$ cat src/rtl/ctx_stacker.sv
module ctx_stacker #(
  parameter int W      = 32,
  parameter int AW     = 8,
  parameter int SP_RST = 240,
  parameter int LIM    = 16
) (
  input  logic          clk,
  input  logic          rst_n,
  input  logic          ent_go,
  input  logic [2:0]    ev_cls,
  input  logic          ret_go,
  input  logic          sp_ld,
  input  logic [AW-1:0] sp_din,
  output logic [AW-1:0] sp,
  output logic [AW-1:0] mem_addr,
  output logic          mem_we,
  output logic [W-1:0]  mem_wdata,
  input  logic [W-1:0]  mem_rdata,
  output logic [2:0]    rf_ridx,
  input  logic [W-1:0]  rf_rdata,
  output logic          rf_we,
  output logic [2:0]    rf_widx,
  output logic [W-1:0]  rf_wdata,
  output logic          busy,
  output logic          done,
  output logic          ovf
);
  localparam logic [2:0] FULL_FIRST  = 3'd0;
  localparam logic [2:0] SHORT_FIRST = 3'd6;
  localparam logic [2:0] TOP_STEP    = 3'd7;

  logic       pop;
  logic       irq_frm;
  logic [2:0] step;
  logic [2:0] idx;
  logic       push_ok;
  logic       last;

  assign idx      = (step < 3'd6) ? step + 3'd2 : step - 3'd6;
  assign push_ok  = ({1'b0, sp} > (AW+1)'(LIM));
  assign last     = pop ? (step == (irq_frm ? FULL_FIRST : SHORT_FIRST)) : (step == TOP_STEP);

  assign mem_addr  = pop ? sp : sp - 1'b1;
  assign mem_we    = busy & ~pop & push_ok;
  assign mem_wdata = rf_rdata;
  assign rf_ridx   = idx;
  assign rf_widx   = idx;
  assign rf_we     = busy & pop;
  assign rf_wdata  = mem_rdata;

  always_ff @(posedge clk or negedge rst_n) begin
    if (!rst_n) begin
      sp      <= AW'(SP_RST);
      busy    <= 1'b0;
      done    <= 1'b0;
      ovf     <= 1'b0;
      pop     <= 1'b0;
      irq_frm <= 1'b0;
      step    <= 3'd0;
    end else begin
      done <= 1'b0;
      if (!busy) begin
        if (ent_go) begin
          busy    <= 1'b1;
          pop     <= 1'b0;
          irq_frm <= ~ev_cls[2];
          step    <= ev_cls[2] ? SHORT_FIRST : FULL_FIRST;
        end else if (ret_go) begin
          busy <= 1'b1;
          pop  <= 1'b1;
          step <= TOP_STEP;
        end else if (sp_ld) begin
          sp <= sp_din;
        end
      end else begin
        if (pop) begin
          sp <= sp + 1'b1;
        end else begin
          sp <= sp - 1'b1;
          if (!push_ok) ovf <= 1'b1;
        end
        if (last) begin
          busy <= 1'b0;
          done <= 1'b1;
        end else begin
          step <= pop ? step - 3'd1 : step + 3'd1;
        end
      end
    end
  end
endmodule

$ cat config.mk
export PLATFORM = sky130hd
export DESIGN_NAME = ctx_stacker
export DESIGN_NICKNAME = d
export VERILOG_FILES = /design/src/rtl/ctx_stacker.sv
export SDC_FILE = /design/constraint.sdc
export NUM_CORES = 1
export LEC_CHECK = 0
export ABC_AREA = 0
export BUFFER_PORTS_ARGS = -buffer_cell sky130_fd_sc_hd__buf_4
export CAP_MARGIN = 20
export CORE_UTILIZATION = 40
export DETAILED_ROUTE_END_ITERATION = 7
export PLACE_DENSITY = 0.89
export SLEW_MARGIN = 20
export SYNTH_ARGS = -nofsm -noshare
export SYNTH_HDL_FRONTEND = slang
export SYNTH_SLANG_ARGS = --single-unit
export TNS_END_PERCENT = 50
$ cat constraint.sdc
create_clock -name clk -period 3 [get_ports clk]
set_input_delay 0.9 -clock clk [delete_from_list [all_inputs] [get_ports clk]]
set_output_delay 0.9 -clock clk [all_outputs]
set_load 0.03 [all_outputs]
# --- After elaboration in Yosys (flattened, before gate mapping) ---
# Index checks and enable logic that the tools add are counted.
word_totals:
  reg_bits: 16
  inputBits: 80
  out_inout_bits: 91
classes:
  add_sub_neg: 6
  n_lt_le_gt_ge: 2
  n_eq_ne: 5
  n_mux: 23
  n_bitwise: 7
  reduce_logical: 8
ops:
  columns: ["operator", "count"]
  rows:
  - ["8-bit two-way mux", 6]
  - ["3-bit two-way mux", 8]
  - ["1-bit two-way mux", 9]
  - ["8-bit by 1-bit adder with 8-bit output, second input constant", 1]
  - ["8-bit by 5-bit > comparator with 1-bit output, second input constant", 1]
  - ["8-bit by 1-bit subtractor with 8-bit output, second input constant", 1]
  - ["2-bit AND reduction", 3]
  - ["3-bit AND reduction", 2]
  - ["2-bit by 1-bit inequality test with 1-bit output, second input constant", 2]
  - ["1-bit inverter", 4]
  - ["2-bit nonzero test", 2]
  - ["3-bit by 1-bit adder with 3-bit output, second input constant", 1]
  - ["3-bit by 2-bit adder with 3-bit output, second input constant", 1]
  - ["1-bit bitwise AND", 3]
  - ["3-bit == test", 1]
  - ["3-bit == test, second input constant", 1]
  - ["3-bit < comparator, second input constant", 1]
  - ["3-bit nonzero test", 1]
  - ["3-bit by 1-bit subtractor with 3-bit output, second input constant", 1]
  - ["3-bit subtractor, second input constant", 1]
  - ["2-bit inequality test, second input constant", 1]

# --- Longest topological paths before layout ---
logic_depth:
  ltp_word: 5
  mapped_depth: 7
  depth_no_buf: 6

# --- Worst setup path after synthesis ---
# No wires, ideal clock.
synth_timing:
  path_kind: "reg-to-output"
  startpoint: "reg sp[0]"
  endpoint: "out mem_addr[5]"
  arrival_ns: 1.922
  path_slack_ns: 0.178
  path_stages_with_launch: 5
  n_path_buf: 1
  cell_sequence: "dfrtp_1 -> buf_6 -> or4_4 -> nor3_4 -> xor2_1"
synth_via:
  elab_chain_len: 2
synth_lines:
  columns: ["item", "line_no", "rtl"]
  rows:
  - ["start: declaration", "14", "output logic [AW-1:0] sp,"]
  - ["start signal: assignment", "53", "sp <= AW'(SP_RST);"]
  - ["start signal: assignment", "73", "sp <= sp_din;"]
  - ["start signal: assignment", "77", "sp <= sp + 1'b1;"]
  - ["8-bit by 1-bit subtractor with 8-bit output", "43", "assign mem_addr = pop ? sp : sp - 1'b1;"]
  - ["8-bit two-way mux", "43", null]
  - ["end: declaration", "15", "output logic [AW-1:0] mem_addr,"]
# No other way between the ends.

# --- Worst setup path after layout ---
layout_timing:
  startpoint: "reg sp[2]"
  endpoint: "out mem_addr[5]"
# Same word-level chain as after synthesis.

==> out/metrics.cfg <==
[run_status]
status=finished clean

[clocking]
cts.sink_count=16
clock_latency_ns=0.26
cts_buffers=3
path_clk_slew_ns=0.07
cts_max_level=1
ctsHoldBuffers=0
cts_tree=done
cts_buffer_depth=2
cts_root_buffer=clkbuf_8

[global_route]
grt_pass1_vias=1172
antenna_found_initial=0
grt_start_max_net_pins=18
gr-total-overflow=0
grt_pass1_wl_um=5580
track_usage_pct=16.6

[synthesis]
seq_area_frac_synth_pct=23.4
synth_fp_nets=287
async_flop_share_pct=100
synth_warnings=0
synth-edff-count=0
avgSynthCellArea_um2=8.59
netlist-cell-type-count=49
ys_seq_elements=16
synthFlopType=dfrtp_1
syn_area_um2=1740
netlist_instances=202

[worst_setup_path]
arrival_ns=1.95
r2r_start=pop
r2r_slack_ns=1.17
critPathRequiredTime_ns=2.10
end_kind=primary output
critPathLaunchType=flip-flop
reg2reg_depth=7
path_class=reg -> out
reg2reg_to=step[2]
critPathMaxFanout=11

[placed_design]
place_ws_ns=0.369
hpwl_um=2610
port_buffers=40
place.gp.congestion=0.861

[floorplan]
die-area_um2=4610
die_x_um=67.9
die_height_um=67.9
start_util_pct=42.5
rows=23
io_pins=171
core_area_um2=4090

[power]
vdd_drop_max_mv=0.347
p_leak_nw=0.734
p_per_area_nw_per_um2=1400

[cells_and_area]
drive_gt1_share_pct=34.5
final_common_cell=buf_4
layout_common_cells=buf_4, a21oi_1, dfrtp_1, nor2_1, nand2_1
nets=257
syn2layout_area_growth_pct=-6.99
antenna_cells=0
post-route-util_pct=39.5
n_fill_cell=421

[drt]
vias=1254
via_per_inst=5.67
wl_um=3600
postRouteAntennaNets=0
first_iter_violations=80
drc=0
avgRoutedWirePerCell_um=16.3
firstDrtPassIters=4

[flow_run]
cap_violations=0

[timing]
layout_setup_ws_ns=0.153
tightest_slew_ns=0.664
relSlewSlack_pct=55.7
rsz0062_at_grt=no
skew_ns=0.00121
slew_viol_final=0
tns_ns=0
report.final.setup_viol=0
finalHoldViolCount=0
period_share_pct=94.9
holdWs_ns=0.491
max_freq_ghz=0.351
finalCriticalPeriod_ns=2.85

[worst_hold_path]
hold_class=in -> async

[where the power goes]
part	internal (mW)	switching, mW	leakage (nW)	total, mW
clock	0.117	0.0860	0.0288	0.203
sequential	0.339	0.203	0.178	0.542
combinational	0.615	0.898	0.527	1.51
total	1.07	1.19	0.734	2.26
[cell type report]
class / instances / area (um2) / area share, %
multi-input cells: 102 / 748 / 46.4
well taps: 50 / 62.6 / 3.88
clock buffers: 4 / 55.1 / 3.41
inverters: 7 / 26.3 / 1.63
flip-flops and latches: 16 / 407 / 25.2
repair buffers: 42 / 315 / 19.5
[cells by family after synthesis]
logic type	Yosys count	synth area share, %
buf+inv	84	34.0
simple gates	46	16.7
compound gates	37	14.3
flops	16	23.4
xor+xnor	9	4.54
mux	5	3.03
fa+ha+maj	5	4.04
[worst max-delay path, cell delays in order, from the launching register on]
cell	delay, ns
dfrtp_1	0.52
or4_4	0.62
nor3_4	0.18
xor2_1	0.18
buf_4	0.18
[through the flow]
| step | power (mW) | cell area (um2) | instances |
|---|---|---|---|
| final | 2.26 | 1610 | 221 |
| after floorplan | 1.79 | 1740 | 202 |
| after detailed placement | 2.04 | 1550 | 217 |
| after CTS | 2.25 | 1600 | 221 |
| after global placement | 1.99 | 1550 | 217 |
| after global routing | 2.41 | 1610 | 221 |
[worst max path at each step]
stage	startpoint	endpoint	slack, ns
detailed placement	sp[0]	mem_addr[6]	0.37
finish	sp[2]	mem_addr[5]	0.15
floorplan	sp[0]	mem_addr[5]	0.18
CTS	sp[0]	mem_addr[6]	0.07
global route	sp[1]	mem_addr[6]	0.04
global placement	sp[0]	mem_addr[6]	0.44
[layer usage]
| metal | GRT usage, % | wire length, um | up-vias |
|---|---|---|---|
| li1 | - | - | 560 |
| met3 | 5.83 | 325 | 22 |
| met2 | 26.4 | 1820 | 65 |
| met1 | 18.3 | 1320 | 607 |
| met5 | 0 | 0 | - |
| met4 | 11.7 | 131 | 0 |
[state kept, by name, indices dropped and copies added (netlist names)]
signal and flops:
ovf 1, step 3, irq_frm 1, pop 1, busy 1, done 1, sp 8
[cells in the mapped netlist, types with 2 or more instances]
| library cell | n | area [um2] |
|---|---|---|
| buf_1 | 2 | 7.51 |
| dfrtp_1 | 12 | 300 |
| mux2_1 | 2 | 22.5 |
| buf_2 | 4 | 20.0 |
| and2_1 | 2 | 12.5 |
| mux2i_1 | 3 | 30.0 |
| o21ai_1 | 3 | 15.0 |
| dfstp_2 | 4 | 105 |
| nor3_1 | 4 | 20.0 |
| nand4_1 | 4 | 25.0 |
| a21oi_1 | 13 | 65.1 |
| nand2b_1 | 3 | 18.8 |
| inv_1 | 7 | 26.3 |
| ha_1 | 4 | 50.1 |
| buf_4 | 68 | 510 |
| a21o_1 | 2 | 15.0 |
| and3_1 | 2 | 12.5 |
| and4b_1 | 2 | 20.0 |
| buf_6 | 2 | 22.5 |
| nand2_1 | 9 | 33.8 |
| nor2_1 | 10 | 37.5 |
| a31oi_1 | 3 | 18.8 |
| nor4b_2 | 2 | 30.0 |
| xor2_1 | 3 | 26.3 |
| xnor2_1 | 6 | 52.6 |
| nand3_1 | 2 | 10.0 |
| o21ai_0 | 2 | 10.0 |
[repair_timing]
action,in CTS,in global routing
endpoints found under the setup margin,0,1
gates resized for setup,0,2
setup buffers,0,0
No activity file was read; power rests on OpenSTA's default activity.
